<file path="src/rtl/synth_ctl_pkg.sv">
`timescale 1ns/1ps
package synth_ctl_pkg;
   localparam int BYTE_W = 8;

   typedef enum logic [2:0] {
      RX_IDLE, RX_ADDR, RX_AACK, RX_DATA, RX_DACK, RX_SKIP
   } rx_state_e;

   typedef enum logic [2:0] {
      SQ_FIRST, SQ_DB2, SQ_DB3, SQ_CB1, SQ_CB2, SQ_DONE
   } seq_state_e;

   // order matches bits [6:0] of the first control byte
   typedef struct packed {
      logic       tune_off;
      logic       test_mon;
      logic       cp_off;
      logic [1:0] cp_code;
      logic       dbl_off;
      logic       dbl_boost;
   } ctl_bits_t;
endpackage

</file>
<file path="src/rtl/sci_line_sync.sv">
`timescale 1ns/1ps
module sci_line_sync #(
   parameter int SYNC_STAGES = 2
) (
   input  logic clk,
   input  logic rst_n,
   input  logic scl_in,
   input  logic sda_in,
   output logic scl_rise,
   output logic scl_fall,
   output logic start_p,
   output logic stop_p,
   output logic sda_lvl
);
   logic scl_s, sda_s, scl_q, sda_q;

   for (genvar g = 0; g < SYNC_STAGES; g++) begin : g_stage
      logic scl_r, sda_r;
      if (g == 0) begin : g_first
         always_ff @(posedge clk or negedge rst_n) begin
            if (!rst_n) begin
               scl_r <= 1'b1;
               sda_r <= 1'b1;
            end else begin
               scl_r <= scl_in;
               sda_r <= sda_in;
            end
         end
      end else begin : g_next
         always_ff @(posedge clk or negedge rst_n) begin
            if (!rst_n) begin
               scl_r <= 1'b1;
               sda_r <= 1'b1;
            end else begin
               scl_r <= g_stage[g-1].scl_r;
               sda_r <= g_stage[g-1].sda_r;
            end
         end
      end
   end

   assign scl_s = g_stage[SYNC_STAGES-1].scl_r;
   assign sda_s = g_stage[SYNC_STAGES-1].sda_r;

   always_ff @(posedge clk or negedge rst_n) begin
      if (!rst_n) begin
         scl_q    <= 1'b1;
         sda_q    <= 1'b1;
         scl_rise <= 1'b0;
         scl_fall <= 1'b0;
         start_p  <= 1'b0;
         stop_p   <= 1'b0;
         sda_lvl  <= 1'b1;
      end else begin
         scl_q    <= scl_s;
         sda_q    <= sda_s;
         scl_rise <= scl_s & ~scl_q;
         scl_fall <= ~scl_s & scl_q;
         start_p  <= scl_s & scl_q & sda_q & ~sda_s;
         stop_p   <= scl_s & scl_q & ~sda_q & sda_s;
         sda_lvl  <= sda_s;
      end
   end
endmodule

</file>
<file path="src/rtl/sci_byte_rx.sv">
`timescale 1ns/1ps
module sci_byte_rx
   import synth_ctl_pkg::*;
#(
   parameter logic [4:0] ADDR_HI = 5'b11000
) (
   input  logic              clk,
   input  logic              rst_n,
   input  logic [1:0]        addr_sel,
   input  logic              scl_rise,
   input  logic              scl_fall,
   input  logic              start_p,
   input  logic              stop_p,
   input  logic              sda_lvl,
   output logic              sda_low,
   output logic              byte_vld,
   output logic [BYTE_W-1:0] byte_dat
);
   localparam int CNT_W = $clog2(BYTE_W + 1);
   localparam logic [CNT_W-1:0] LAST_BIT = CNT_W'(BYTE_W);

   rx_state_e         state;
   logic [CNT_W-1:0]  bit_cnt;
   logic [BYTE_W-1:0] shreg;
   logic              addr_hit;

   assign addr_hit = (shreg == {ADDR_HI, addr_sel, 1'b0});

   always_ff @(posedge clk or negedge rst_n) begin
      if (!rst_n) begin
         state    <= RX_IDLE;
         bit_cnt  <= '0;
         shreg    <= '0;
         sda_low  <= 1'b0;
         byte_vld <= 1'b0;
         byte_dat <= '0;
      end else begin
         byte_vld <= 1'b0;
         if (stop_p) begin
            state   <= RX_IDLE;
            sda_low <= 1'b0;
         end else if (start_p) begin
            state   <= RX_ADDR;
            bit_cnt <= '0;
            sda_low <= 1'b0;
         end else begin
            case (state)
               RX_ADDR, RX_DATA: begin
                  if (scl_rise && bit_cnt < LAST_BIT) begin
                     shreg   <= {shreg[BYTE_W-2:0], sda_lvl};
                     bit_cnt <= bit_cnt + 1'b1;
                  end else if (scl_fall && bit_cnt == LAST_BIT) begin
                     bit_cnt <= '0;
                     if (state == RX_ADDR) begin
                        if (addr_hit) begin
                           sda_low <= 1'b1;
                           state   <= RX_AACK;
                        end else begin
                           state   <= RX_SKIP;
                        end
                     end else begin
                        sda_low  <= 1'b1;
                        byte_vld <= 1'b1;
                        byte_dat <= shreg;
                        state    <= RX_DACK;
                     end
                  end
               end
               RX_AACK, RX_DACK: begin
                  if (scl_fall) begin
                     sda_low <= 1'b0;
                     state   <= RX_DATA;
                  end
               end
               default: ;
            endcase
         end
      end
   end
endmodule

</file>
<file path="src/rtl/sci_reg_seq.sv">
`timescale 1ns/1ps
module sci_reg_seq
   import synth_ctl_pkg::*;
#(
   parameter int DIV_W = 15,
   parameter int SW_N  = 6
) (
   input  logic              clk,
   input  logic              rst_n,
   input  logic              start_p,
   input  logic              stop_p,
   input  logic              byte_vld,
   input  logic [BYTE_W-1:0] byte_dat,
   output logic [DIV_W-1:0]  div_word,
   output logic [1:0]        ref_sel,
   output ctl_bits_t         ctl,
   output logic [SW_N-1:0]   sw_en
);
   localparam int SEG_W = BYTE_W - 1;
   localparam int LO_W  = DIV_W - 2 * SEG_W;

   seq_state_e       seq;
   logic             bad, pend, is_cb;
   logic [DIV_W-1:0] sh_div;
   logic [1:0]       sh_ref;

   assign is_cb = byte_dat[BYTE_W-1];

   always_ff @(posedge clk or negedge rst_n) begin
      if (!rst_n) begin
         seq      <= SQ_FIRST;
         bad      <= 1'b0;
         pend     <= 1'b0;
         sh_div   <= '0;
         sh_ref   <= '0;
         div_word <= '0;
         ref_sel  <= '0;
         ctl      <= '0;
         sw_en    <= '0;
      end else if (stop_p) begin
         if (pend && !bad) begin
            div_word <= sh_div;
            ref_sel  <= sh_ref;
         end else begin
            sh_div <= div_word;
            sh_ref <= ref_sel;
         end
         pend <= 1'b0;
         bad  <= 1'b0;
         seq  <= SQ_FIRST;
      end else if (start_p) begin
         seq <= SQ_FIRST;
      end else if (byte_vld) begin
         case (seq)
            SQ_FIRST: begin
               if (is_cb) begin
                  ctl <= ctl_bits_t'(byte_dat[SEG_W-1:0]);
                  seq <= SQ_CB2;
               end else begin
                  sh_div[DIV_W-1 -: SEG_W] <= byte_dat[SEG_W-1:0];
                  pend <= 1'b1;
                  seq  <= SQ_DB2;
               end
            end
            SQ_DB2: begin
               if (!is_cb) begin
                  sh_div[DIV_W-SEG_W-1 -: SEG_W] <= byte_dat[SEG_W-1:0];
                  seq <= SQ_DB3;
               end else begin
                  bad <= 1'b1;
                  seq <= SQ_DONE;
               end
            end
            SQ_DB3: begin
               if (!is_cb) begin
                  sh_div[LO_W-1:0] <= byte_dat[LO_W-1:0];
                  sh_ref <= byte_dat[6:5];
                  seq    <= SQ_CB1;
               end else begin
                  bad <= 1'b1;
                  seq <= SQ_DONE;
               end
            end
            SQ_CB1: begin
               if (is_cb) begin
                  ctl <= ctl_bits_t'(byte_dat[SEG_W-1:0]);
                  seq <= SQ_CB2;
               end else begin
                  bad <= 1'b1;
                  seq <= SQ_DONE;
               end
            end
            SQ_CB2: begin
               if (is_cb) begin
                  sw_en <= byte_dat[SW_N-1:0];
                  seq   <= SQ_DONE;
               end else begin
                  bad <= 1'b1;
                  seq <= SQ_DONE;
               end
            end
            default: bad <= 1'b1;
         endcase
      end
   end
endmodule

</file>
<file path="src/rtl/synth_ctl_i2c.sv">
`timescale 1ns/1ps
module synth_ctl_i2c
   import synth_ctl_pkg::*;
#(
   parameter int         DIV_W       = 15,
   parameter int         SW_N        = 6,
   parameter int         SYNC_STAGES = 2,
   parameter logic [4:0] ADDR_HI     = 5'b11000
) (
   input  logic             clk,
   input  logic             rst_n,
   input  logic             scl_in,
   input  logic             sda_in,
   input  logic [1:0]       addr_sel,
   output logic             sda_low,
   output logic [DIV_W-1:0] div_word,
   output logic [1:0]       ref_sel,
   output logic             tune_off,
   output logic             test_mon,
   output logic             cp_off,
   output logic [1:0]       cp_code,
   output logic             dbl_off,
   output logic             dbl_boost,
   output logic [SW_N-1:0]  sw_en
);
   if (SYNC_STAGES < 2) begin : g_bad_sync
      $error("synth_ctl_i2c: SYNC_STAGES must be 2 or more");
   end
   if (DIV_W < 15 || DIV_W > 19) begin : g_bad_div
      $error("synth_ctl_i2c: DIV_W must lie in 15..19");
   end
   if (SW_N < 1 || SW_N > 7) begin : g_bad_sw
      $error("synth_ctl_i2c: SW_N must lie in 1..7");
   end

   logic              scl_rise, scl_fall, start_p, stop_p, sda_lvl;
   logic              byte_vld;
   logic [BYTE_W-1:0] byte_dat;
   ctl_bits_t         ctl;

   sci_line_sync #(.SYNC_STAGES(SYNC_STAGES)) u_sync (
      .clk(clk), .rst_n(rst_n), .scl_in(scl_in), .sda_in(sda_in),
      .scl_rise(scl_rise), .scl_fall(scl_fall),
      .start_p(start_p), .stop_p(stop_p), .sda_lvl(sda_lvl)
   );

   sci_byte_rx #(.ADDR_HI(ADDR_HI)) u_rx (
      .clk(clk), .rst_n(rst_n), .addr_sel(addr_sel),
      .scl_rise(scl_rise), .scl_fall(scl_fall),
      .start_p(start_p), .stop_p(stop_p), .sda_lvl(sda_lvl),
      .sda_low(sda_low), .byte_vld(byte_vld), .byte_dat(byte_dat)
   );

   sci_reg_seq #(.DIV_W(DIV_W), .SW_N(SW_N)) u_regs (
      .clk(clk), .rst_n(rst_n), .start_p(start_p), .stop_p(stop_p),
      .byte_vld(byte_vld), .byte_dat(byte_dat),
      .div_word(div_word), .ref_sel(ref_sel), .ctl(ctl), .sw_en(sw_en)
   );

   assign tune_off  = ctl.tune_off;
   assign test_mon  = ctl.test_mon;
   assign cp_off    = ctl.cp_off;
   assign cp_code   = ctl.cp_code;
   assign dbl_off   = ctl.dbl_off;
   assign dbl_boost = ctl.dbl_boost;
endmodule

</file>
<file path="config.mk">
export PLATFORM = sky130hd
export DESIGN_NAME = synth_ctl_i2c
export DESIGN_NICKNAME = d
export VERILOG_FILES = /design/src/rtl/synth_ctl_pkg.sv /design/src/rtl/sci_line_sync.sv /design/src/rtl/sci_byte_rx.sv /design/src/rtl/sci_reg_seq.sv /design/src/rtl/synth_ctl_i2c.sv
export SDC_FILE = /design/constraint.sdc
export NUM_CORES = 1
export LEC_CHECK = 0
export BUFFER_PORTS_ARGS = -buffer_cell sky130_fd_sc_hd__buf_4
export CORE_MARGIN = 8
export CORE_UTILIZATION = 55
export DETAILED_ROUTE_END_ITERATION = 7
export GPL_ROUTABILITY_DRIVEN = 0
export PLACE_DENSITY = 0.75
export SYNTH_ARGS = -nofsm -noshare
export SYNTH_HDL_FRONTEND = slang
export SYNTH_HIERARCHICAL = 1
export SYNTH_SLANG_ARGS = --single-unit
</file>
<file path="constraint.sdc">
create_clock -name clk -period 4.36 [get_ports clk]
set_input_delay 0.436 -clock clk [delete_from_list [all_inputs] [get_ports clk]]
set_output_delay 0.436 -clock clk [all_outputs]
set_load 0.03 [all_outputs]
</file>
==> flow_summary_export.csv <==
group,metric,value,unit
drt,drt_iter0_drc,145,
cells_and_area,area_delta_synth_final,13.2,%
pwr,pwr-share-clk,34.5,%
synth,syn-cell-area,0.00391,mm2
synth,synth.distinct_cells,52,
clock_network,htree_levels,3,
drt,wire_per_inst,17.8,um
synth,syn_nets,309,
pwr,peakVddDrop,0.316,mV
drt,wl,7700,um
sta,hold_violations,0,
cells_and_area,drive_gt1_share,33.8,%
synth,ys_ff_latch,87,
setup_path,crit_type,"reg -> reg",
drt,antenna_left,0,
cells_and_area,stdcell_count,433,
place,hpwlAfterDp,4970,um
clock_network,post_cts_resized,0,
floorplanning,ioPinCount,37,
sta,fin_crit_sh,47.0,%
flow_run,max_cap_viol_count,0,
sta,clock_skew,0.00907,ns
place,dpl_worst_slack,2.26,ns
pwr,p_int,1310,uW
sta,finalCriticalPeriod,2.05,ns
pwr,p_sw,436,uW
drt,viasPerCell,5.83,
drt,drc,0,
pwr,power.density,393,mW/mm2
cells_and_area,diodes,0,
worst_hold_path,hp-class,"in -> reg",
global_routing,grt_pass1_wl,12900,um
global_routing,grt_use_total,16.2,%
sta,max_freq,488,MHz
setup_path,endpoint_kind,"register",
synth,syn_area_per_cell,13.0,um2
floorplanning,start_util,57.3,%
sta,drv_slew,0,
clock_network,cts_buffers,9,
sta,setup_viol_count_final,0,
pwr,power.leakage,0.00217,uW
sta,rsz0062_at_grt,"no",
run_status,status,"completed",
sta,fin_ws,2.31,ns
pwr,power_frac_seq,55.6,%
floorplanning,fp.dieH,100,um
global_routing,antenna_found_initial,0,
setup_path,worstPathRequired,4.59,ns
synth,synth_enable_flop_cells,0,
sta,fin_tns_setup,0,ns
clock_network,cts-root-buf,"clkbuf_8",
place,numPortBuffers,36,
clock_network,cts_buffer_depth,2,
pwr,comb_power_share,9.9,%
synth,yosys_most_used_dff,"dfrtp_1",
synth,synthCells,301,
floorplanning,fp.dieW,100,um
synth,yosysWarnings,6,
synth,seq_area_frac_synth,55.8,%
floorplanning,fp-row-count,30,
cells_and_area,final_nets,341,
clock_network,cts_sinks,87,
drt,dr_total_vias,2525,
setup_path,cp.arrival,2.28,ns
global_routing,grt_overflow_total,0,
global_routing,grt_max_degree,88,
clock_network,hold_buffers,0,
setup_path,cp-start-kind,"register",
clock_network,clkSlewWorstSetupHoldPaths,0.08,ns
clock_network,cts_tree,"yes",
sta,worst_pin_slew,1.13,ns
place,place.detailed.instances,418,
setup_path,critPathMaxFanout,46,
synth,async_flop_share,100,%
clock_network,insertion_delay,0.35,ns
floorplanning,die_area,0.0101,mm2
global_routing,grt_pass1_vias,2508,
floorplanning,core_area,0.00683,mm2
pwr,sw_frac_of_total,25.0,%
drt,drtPass1Iterations,4,
clock_network,cts_setup_buffers,0,
sta,relSlewSlack,25.0,%
cells_and_area,fillers,547,
-- final timing paths --
| check | startpoint | to | slack (ns) | cells after the start |
|---|---|---|---|---|
| worst min register to register | u_sync/g_stage[0].scl_r$_DFF_PN1_ | u_sync/g_stage[1].scl_r$_DFF_PN1_ | 0.36 | 0 |
| worst min-delay path | scl_in | u_sync/g_stage[0].scl_r$_DFF_PN1_ | 0.19 | 1 |
| min in group asynchronous | rst_n | u_regs/sh_div[8]$_DFFE_PN0P_ | 0.27 | 1 |
| max in group asynchronous | rst_n | u_rx/bit_cnt[0]$_DFFE_PN0P_ | 3.40 | 1 |
| worst max-delay path | u_sync/stop_p$_DFF_PN0_ | u_regs/div_word[14]$_DFFE_PN0P_ | 2.31 | 3 |
| worst max register to register | u_sync/stop_p$_DFF_PN0_ | u_regs/div_word[14]$_DFFE_PN0P_ | 2.31 | 3 |
-- final cells by class --
type / instances / area [um2] / area share (%)
inverters: 8 / 30.0 / 0.678
clock inverters: 5 / 81.3 / 1.84
clock buffers: 10 / 128 / 2.88
flip-flops and latches: 87 / 2180 / 49.3
repair buffers: 37 / 278 / 6.27
multi-input cells: 190 / 1610 / 36.3
well taps: 96 / 120 / 2.71
-- metrics by stage --
stage	area, um2	total power [uW]	util, %	hold slack, ns
after floorplan	3910	1100	-	0.140
after global placement	4220	1140	61.8	0.348
after detailed placement	4220	1160	61.8	0.350
after CTS	4430	1750	64.9	0.175
after global routing	4430	1810	64.9	0.165
final	4430	1740	64.9	0.187
-- synthesized netlist by cell type (all sizes together) (3+ instances only) --
master / instances / area share (%)
nor2b: 5 / 0.80
a31oi: 18 / 2.9
mux2i: 17 / 4.3
clkbuf: 5 / 0.48
dfrtp: 81 / 52
inv: 8 / 0.77
xor2: 3 / 0.67
dfstp: 6 / 4.0
buf: 11 / 1.8
a22oi: 17 / 3.3
mux2: 49 / 14
nor2: 9 / 0.86
nand2b: 6 / 0.96
o21ai: 20 / 2.7
nand3: 4 / 0.51
a21oi: 4 / 0.51
nor3b: 3 / 0.58
-- layer usage --
layer	part of all wire (%)	track usage (%)
met1	46	21.2
met2	49	25.6
met3	4.2	4.01
met4	1.1	5.58
met5	0	0
-- layout by cell type (no fill, tap or decap), drive strengths merged, types with 2 or more instances in the layout --
master	count
a21boi	2
a21oi	4
a22oi	17
a31oi	18
and4b	2
buf	37
bufinv	2
clkbuf	10
dfrtp	81
dfstp	6
ha	2
inv	9
mux2	49
mux2i	17
nand2b	6
nand3	4
nand4b	2
nor2	9
nor2b	5
nor3b	3
nor4b	2
o21ai	20
or4	2
xor2	3
-- sequential cells by signal (all words and copies together), names as in the netlist, 2 cells and up --
register	count
u_regs/ref_sel	2
u_regs/sh_div	15
u_sync/g_stage.sda_r	2
u_regs/seq	3
u_regs/ctl	7
u_rx/bit_cnt	4
u_sync/g_stage.scl_r	2
u_regs/sw_en	6
u_regs/sh_ref	2
u_rx/byte_dat	8
u_rx/shreg	8
u_rx/state	3
u_regs/div_word	15
-- power by group through the flow --
| stage | sequential (uW) | clock, uW | combinational, uW |
|---|---|---|---|
| after CTS | 968 | 610 | 175 |
| after global routing | 983 | 637 | 193 |
| after global placement | 978 | 0 | 166 |
| final | 967 | 601 | 173 |
| after floorplan | 961 | 0 | 135 |
| after detailed placement | 983 | 0 | 174 |
-- critical path: stages (launching register included) --
cell and delay (ns):
dfrtp_1 0.33, buf_4 0.38, nand3_1 0.69, mux2_2 0.52
-- cells by family (layout without fill, tap and decap cells) --
logic type                 after synthesis  in the layout  synth area share (%)
AOI/OAI and AO/OA                       75             75                  12.9
buffers and inverters                   24             60                  3.07
muxes                                   66             66                  18.4
xor gates and xnor gates                 4              4                 0.895
DFF                                     87             87                  55.8
and+or+nand+nor                         43             43                  8.22
adders and majority gates                2              2                 0.639
No activity file was read; power rests on OpenSTA's default activity.
